$ cat src/rtl/xbus_pkg.sv
// Shared definitions for the expansion bus target slice.
// Assumes byte lanes of 8 bits.
package xbus_pkg;
    localparam int LANE_W = 8;

    // Address space selected by the master during the start phase.
    typedef enum logic {
        SPACE_IO  = 1'b0,
        SPACE_MEM = 1'b1
    } space_e;
endpackage

$ cat src/rtl/xbus_decode.sv
// Window decoder: compares the start-phase address with a memory window and
// an I/O window of equal size. I/O decode is blocked while the DMA
// address-enable line is high. Purely combinational; the caller samples it
// on the start edge only.
module xbus_decode #(
    parameter int               ADDR_W   = 32,
    parameter int               WIN_LSB  = 6,
    parameter logic [ADDR_W-1:0] MEM_BASE = 32'h000D_0000,
    parameter logic [ADDR_W-1:0] IO_BASE  = 32'h0000_0C40
) (
    input  logic              mem_sel,
    input  logic              dma_aen,
    input  logic [ADDR_W-1:0] addr,
    output logic              hit
);
    import xbus_pkg::*;

    localparam int TAG_W = ADDR_W - WIN_LSB;

    logic [TAG_W-1:0] tag;
    logic             mem_match;
    logic             io_match;
    space_e           space;

    // Split out the window tag and the space of the access.
    always_comb begin
        tag   = addr[ADDR_W-1:WIN_LSB];
        space = space_e'(mem_sel);
    end

    // Compare against each window; DMA ownership blocks only the I/O window.
    always_comb begin
        mem_match = (space == SPACE_MEM) && (tag == MEM_BASE[ADDR_W-1:WIN_LSB]);
        io_match  = (space == SPACE_IO) && !dma_aen
                    && (tag == IO_BASE[ADDR_W-1:WIN_LSB]);
        hit       = mem_match || io_match;
    end
endmodule

$ cat src/rtl/xbus_wait.sv
// Wait-state timer. It is loaded with the configured count at the start
// edge, then counts down once per rising edge of the command phase.
// 'done' is high when no more waits are owed. Assumes the load and the run
// conditions come from the bus strobes.
module xbus_wait #(
    parameter int WAIT_W = 3
) (
    input  logic              clk,
    input  logic              rst_n,
    input  logic              load,
    input  logic              run,
    input  logic [WAIT_W-1:0] cfg,
    output logic              done
);
    logic [WAIT_W-1:0] cnt_q;

    // Load on the start edge, count down during the command phase.
    always_ff @(posedge clk) begin
        if (!rst_n) begin
            cnt_q <= '0;
        end else if (load) begin
            cnt_q <= cfg;
        end else if (run && cnt_q != '0) begin
            cnt_q <= cnt_q - 1'b1;
        end
    end

    // No waits are owed once the counter reaches zero.
    always_comb done = (cnt_q == '0);


    wait_load_chk: assert property (@(posedge clk) disable iff (!rst_n)
        load |=> (cnt_q == $past(cfg)));


    wait_step_chk: assert property (@(posedge clk) disable iff (!rst_n)
        (!load && run && cnt_q != '0) |=> (cnt_q == $past(cnt_q) - 1'b1));
endmodule

$ cat src/rtl/xbus_regs.sv
// Register file with byte-lane write masking and an asynchronous read port.
// Each lane of each word is its own small register. Assumes DATA_W is a
// multiple of 8.
module xbus_regs #(
    parameter int REGS   = 16,
    parameter int DATA_W = 32
) (
    input  logic                      clk,
    input  logic                      rst_n,
    input  logic                      we,
    input  logic [$clog2(REGS)-1:0]   widx,
    input  logic [DATA_W/8-1:0]       be,
    input  logic [DATA_W-1:0]         wdata,
    input  logic [$clog2(REGS)-1:0]   ridx,
    output logic [DATA_W-1:0]         rdata
);
    localparam int LANES = DATA_W / 8;
    localparam int IDX_W = $clog2(REGS);

    logic [REGS-1:0][DATA_W-1:0] mem;

    for (genvar w = 0; w < REGS; w++) begin : g_word
        for (genvar b = 0; b < LANES; b++) begin : g_lane
            logic [7:0] lane_q;

            // Write this byte lane when its word is addressed and its enable is set.
            always_ff @(posedge clk) begin
                if (!rst_n) begin
                    lane_q <= '0;
                end else if (we && widx == IDX_W'(w) && be[b]) begin
                    lane_q <= wdata[8*b +: 8];
                end
            end

            assign mem[w][8*b +: 8] = lane_q;
        end
    end

    // Read port: selects the addressed word.
    always_comb rdata = mem[ridx];
endmodule

$ cat src/rtl/xbus_target.sv
// Target-side logic of a 32-bit expansion bus card.
// Start phase: the window is decoded, and the selection, direction, register
// index, byte enables and wait count are captured on the start edge.
// Command phase: ready is held low (wait_req) for the programmed number of
// falling-edge samples, read data is driven throughout, and a write is
// committed on the edge that ends the cycle.
// Release: all drivers are freed one clock after the command strobe is seen
// inactive.
// Assumes inputs change away from the rising edge and that the master ends a
// cycle on the rising edge after it samples ready.
module xbus_target #(
    parameter int                ADDR_W   = 32,
    parameter int                DATA_W   = 32,
    parameter int                REGS     = 16,
    parameter int                WAIT_W   = 3,
    parameter logic [ADDR_W-1:0] MEM_BASE = 32'h000D_0000,
    parameter logic [ADDR_W-1:0] IO_BASE  = 32'h0000_0C40
) (
    input  logic              clk,
    input  logic              rst_n,
    input  logic              strt_n,
    input  logic              cmd_n,
    input  logic              mem_sel,
    input  logic              dma_aen,
    input  logic [ADDR_W-1:0] bus_addr,
    input  logic              wr,
    input  logic [DATA_W/8-1:0] be_n,
    input  logic [DATA_W-1:0] wr_data,
    input  logic [WAIT_W-1:0] wait_cfg,
    output logic              sz32_n,
    output logic              wait_req,
    output logic              rd_oe,
    output logic [DATA_W-1:0] rd_data
);
    localparam int LANES   = DATA_W / 8;
    localparam int IDX_W   = $clog2(REGS);
    localparam int WIN_LSB = IDX_W + $clog2(LANES);

    logic             hit;
    logic             sel_q;
    logic             wr_q;
    logic [IDX_W-1:0] idx_q;
    logic [LANES-1:0] be_q;
    logic             wait_done;
    logic             reg_we;
    logic [DATA_W-1:0] reg_rdata;

    xbus_decode #(
        .ADDR_W  (ADDR_W),
        .WIN_LSB (WIN_LSB),
        .MEM_BASE(MEM_BASE),
        .IO_BASE (IO_BASE)
    ) u_decode (
        .mem_sel(mem_sel),
        .dma_aen(dma_aen),
        .addr   (bus_addr),
        .hit    (hit)
    );

    // Capture the decode and the access attributes on the start edge; clear
    // the selection once the command strobe is inactive.
    always_ff @(posedge clk) begin
        if (!rst_n) begin
            sel_q <= 1'b0;
            wr_q  <= 1'b0;
            idx_q <= '0;
            be_q  <= '0;
        end else if (!strt_n) begin
            sel_q <= hit;
            wr_q  <= wr;
            idx_q <= bus_addr[WIN_LSB-1:WIN_LSB-IDX_W];
            be_q  <= ~be_n;
        end else if (cmd_n) begin
            sel_q <= 1'b0;
        end
    end

    xbus_wait #(
        .WAIT_W(WAIT_W)
    ) u_wait (
        .clk  (clk),
        .rst_n(rst_n),
        .load (!strt_n),
        .run  (!cmd_n),
        .cfg  (wait_cfg),
        .done (wait_done)
    );

    // Commit a write on the edge that ends a claimed command phase.
    always_comb reg_we = sel_q && wr_q && !cmd_n && strt_n && wait_done;

    xbus_regs #(
        .REGS  (REGS),
        .DATA_W(DATA_W)
    ) u_regs (
        .clk  (clk),
        .rst_n(rst_n),
        .we   (reg_we),
        .widx (idx_q),
        .be   (be_q),
        .wdata(wr_data),
        .ridx (idx_q),
        .rdata(reg_rdata)
    );

    // Bus-facing outputs, all derived from registered state.
    always_comb begin
        sz32_n   = !sel_q;
        wait_req = sel_q && !wait_done;
        rd_oe    = sel_q && !wr_q;
        rd_data  = rd_oe ? reg_rdata : '0;
    end


    release_after_cmd_chk: assert property (@(posedge clk) disable iff (!rst_n)
        (cmd_n && strt_n) |=> (sz32_n && !wait_req && !rd_oe));


    io_aen_block_chk: assert property (@(posedge clk) disable iff (!rst_n)
        (!strt_n && dma_aen && !mem_sel) |=> sz32_n);


    latch_hold_chk: assert property (@(posedge clk) disable iff (!rst_n)
        (strt_n && !cmd_n) |=> ($stable(idx_q) && $stable(wr_q) && $stable(be_q)));


    miss_silent_chk: assert property (@(posedge clk) disable iff (!rst_n)
        (!strt_n && !hit) |=> (sz32_n && !wait_req && !rd_oe));
endmodule

$ cat config.mk
export PLATFORM = sky130hd
export DESIGN_NAME = xbus_target
export DESIGN_NICKNAME = d
export VERILOG_FILES = /design/src/rtl/xbus_pkg.sv /design/src/rtl/xbus_decode.sv /design/src/rtl/xbus_wait.sv /design/src/rtl/xbus_regs.sv /design/src/rtl/xbus_target.sv
export SDC_FILE = /design/constraint.sdc
export NUM_CORES = 1
export LEC_CHECK = 0
export BUFFER_PORTS_ARGS = -buffer_cell sky130_fd_sc_hd__buf_2
export CORE_ASPECT_RATIO = 0.8
export CORE_MARGIN = 3
export CORE_UTILIZATION = 50
export DETAILED_ROUTE_END_ITERATION = 16
export PLACE_DENSITY = 0.68
export SYNTH_ARGS = -nofsm -noshare
export SYNTH_HDL_FRONTEND = slang
export SYNTH_SLANG_ARGS = --single-unit
$ cat constraint.sdc
create_clock -name clk -period 2 [get_ports clk]
set_input_delay 0.1 -clock clk [delete_from_list [all_inputs] [get_ports clk]]
set_output_delay 0.1 -clock clk [all_outputs]
set_load 0.02 [all_outputs]
==> flow_summary.yaml <==
status:
  status: "finished with violations"
  violations: "hold timing, setup timing"
sta:
  whs_ns: -0.0291
  rsz0062_at_grt: "yes"
  tightest_slew_ns: 0.659
  setup_slack_ns: -0.475
  period_needed_ns: 2.47
  finalHoldViolations: 1
  fmax_mhz: 404
  finalCritPeriodShare: 1.24
  clock_skew_ns: 0.0297
  slew_violations: 0
  relSlewSlack: 0.560
  setup_tns_ns: -12.46
  setup_violations: 32
logic_synthesis:
  synth_enable_flop_cells: 0
  synth_seq_cells: 525
  yosys-top-cells-area: "dfxtp_1 (47%), mux2i_1 (19%), o21ai_0 (7.1%)"
  yosys.area_share.simple: 0.159
  postSynthCellCount: 2373
  synth_top_family_by_area: "multiplexers"
  yosys.area.top_type: "dfxtp_1"
  yosysSeqAreaShare: 0.466
  synth_xor_area_frac: 0
  yosys.area_share.adder: 0.00111
  yosysUniqueCellTypes: 44
  synth_top_area_frac: 0.466
  synth_compound_area_frac: 0.117
  async_reset_ff_frac: 0
  yosys_most_used_dff: "dfxtp_1"
  synthMuxAreaShare: 0.219
  syn_area_mm2: 0.0226
  avgSynthCellArea_um2: 9.51
  ys_warn_count: 0
  synth_nets: 2453
cts:
  clock-root-buffer: "clkbuf_16"
  cts.clk_slew.worst_paths_ns: 0.06
  clockBufferDepth: 3
  cts_sinks: 525
  clk_latency_ns: 0.58
  cts-htree-levels: 2
  cts_tree: "done"
  cts_buffers: 51
power_and_ir_drop:
  leakage_nw: 9.39
  ir_drop_uv: 697
  power_density_mw_per_mm2: 787
placed_design:
  gp_congestion: 0.820
  place_hpwl_um: 39400
  place_area_mm2: 0.0247
  dpl.cell_count: 3019
  portBuffers: 110
route:
  first_pass_iters: 6
  vias_per_cell: 5.83
  first_iter_violations: 1393
  drt-total-wl_um: 60800
  wire_per_inst_um: 19.2
  ant_nets: 0
  drc: 0
  num_vias: 18500
critical_path:
  critPathTopFamily: "multiplexers"
  worstPathRequired_ns: 1.90
  critPathKind: "register to primary output"
  cp_common_cell: "buf_12"
  start_kind: "register"
  crit_arrival_ns: 2.37
  crit_slowest_cell: "mux4_2"
  crit_buf_inv: 3
  worstPathCellList: "buf_12 -> buf_12 -> mux4_2 -> o211ai_1 -> o21ai_0 -> buf_2"
  slowest_delay_ns: 0.54
  crit_fanout: 9
  worstSetupEndpointType: "primary output"
die:
  die_x_um: 244
  core_area_mm2: 0.0438
  die_area_mm2: 0.0477
  start_util: 0.515
  placementRows: 68
  pin_count: 113
  die_h_um: 196
global_routing:
  grt_pass1_vias: 18500
  grt_pass1_wl_um: 97900
  overflow: 0
  antenna_found_initial: 0
  grt_usage: 0.250
  grt_max_degree: 103
min_path:
  hp-class: "input pin to register"
final_layout:
  finalNetCount: 2624
  antenna_cells: 0
  syn2layout_area_growth_pct: 22.1
  fin_area_mm2: 0.0276
  final_util: 0.629
  drive_gt1_frac: 0.186
  num-fill-cells: 3469
  final_cells: 3175
job:
  drv_cap: 0
final timing paths:
| check | startpoint | to | slack [ns] | cells past startpoint |
|---|---|---|---|---|
| setup / recovery | idx_q[0] | rd_data[9] | -0.47 | 6 |
| hold / removal | strt_n | u_wait.cnt_q[0] | -0.03 | 2 |
| setup reg to reg | idx_q[0] | u_regs.g_word[4].g_lane[0].lane_q[4] | 0.07 | 9 |
| hold reg to reg | u_regs.g_word[14].g_lane[2].lane_q[1] | u_regs.g_word[14].g_lane[2].lane_q[1] | 0.45 | 2 |
placed cells by master, fill, tap and decap left out, types with 4 or more instances in the layout:
cell           instances
a21oi_1                6
a22oi_1               91
a22oi_2                5
and3b_1                9
buf_12                56
buf_16                 4
buf_2                 84
buf_4                114
buf_6                 34
buf_8                  4
bufinv_16              4
clkbuf_1              11
clkbuf_16             54
clkbuf_8               9
clkinv_2               9
dfxtp_1              522
dlygate4sd3_1         25
inv_1                  5
mux2i_1              418
mux4_2                32
nand2_1              299
nand3_1              306
nand3_2                6
nand4_1               18
nor2_1                17
nor2_4                22
nor2b_4                4
nor4_1                 4
nor4_4                 5
o211ai_1              32
o21ai_0              293
o21ai_1               24
o21ai_2                7
worst register-to-register path, stage by stage (launching register included):
cell and delay, ns:
dfxtp_4 0.40, buf_12 0.15, buf_12 0.14, buf_6 0.14
buf_4 0.15, nor3b_4 0.25, nand4_1 0.17, buf_6 0.19
nand3_1 0.09, o21ai_0 0.08
synth_stat cells (all sizes together), types with 4 or more instances:
cell    instances
a21oi           6
a22oi          96
and3b          10
buf            73
clkbuf        133
dfxtp         525
inv             5
mux2i         421
mux4           32
nand2         300
nand3         312
nand4          18
nor2           42
nor2b           6
nor3b           4
nor4            9
o211ai         32
o21ai         324
cell families after synthesis:
kind of cell | count (synthesis)
AO/OA/AOI/OAI | 461
multiplexers | 453
flip-flops | 525
buffers and inverters | 211
AND/OR/NAND/NOR | 721
adder cells (fa/ha/maj) | 2
registers in the layout, indices dropped and copies added (netlist names):
name	count
sel_q	1
idx_q	4
wr_q	1
u_regs.g_word.g_lane.lane_q	512
be_q	4
u_wait.cnt_q	3
metrics by stage:
stage | power (W) | hold slack, ns | setup WS, ns
2_1_floorplan | 0.0115 | 0.244 | 0.0978
3_3_place_gp | 0.0120 | 0.332 | -0.0398
3_5_place_dp | 0.0121 | 0.342 | -0.0477
4_1_cts | 0.0218 | 0.00992 | -0.486
5_1_grt | 0.0224 | 0.00175 | -0.571
6_report | 0.0217 | -0.0291 | -0.475
routing by layer:
| metal | part of all wire | routed length (µm) | track usage |
|---|---|---|---|
| met5 | 0 | 0 | 0 |
| met4 | 0.022 | 1340 | 0.0657 |
| met3 | 0.055 | 3360 | 0.0351 |
| met2 | 0.46 | 28000 | 0.413 |
| met1 | 0.46 | 28100 | 0.347 |
power by group:
part           switching [W]  leakage [nW]  internal, W
Combinational       0.000905          4.33     0.000656
Clock                0.00403         0.830      0.00561
Sequential         0.0000384          4.23       0.0105
final cells by class:
cell class	instances	area, µm²	area share
Multi-Input combinational cell	1637	11400	0.412
Sequential cell	525	10500	0.382
Timing Repair Buffer	324	3260	0.118
Clock buffer	72	1470	0.0532
Tap cell	595	744	0.0270
Clock inverter	17	208	0.00753
Inverter	5	18.8	0.000681
what timing repair did:
item | in CTS | in global routing
setup endpoints to repair | 43 | 310
hold buffers | 25 | 0
pin swaps | 34 | 16
resized for setup | 109 | 40
setup buffers | 29 | 12
endpoints found under the hold margin | 24 | 0
cloned | 4 | 3
No activity file was read; power rests on OpenSTA's default activity.
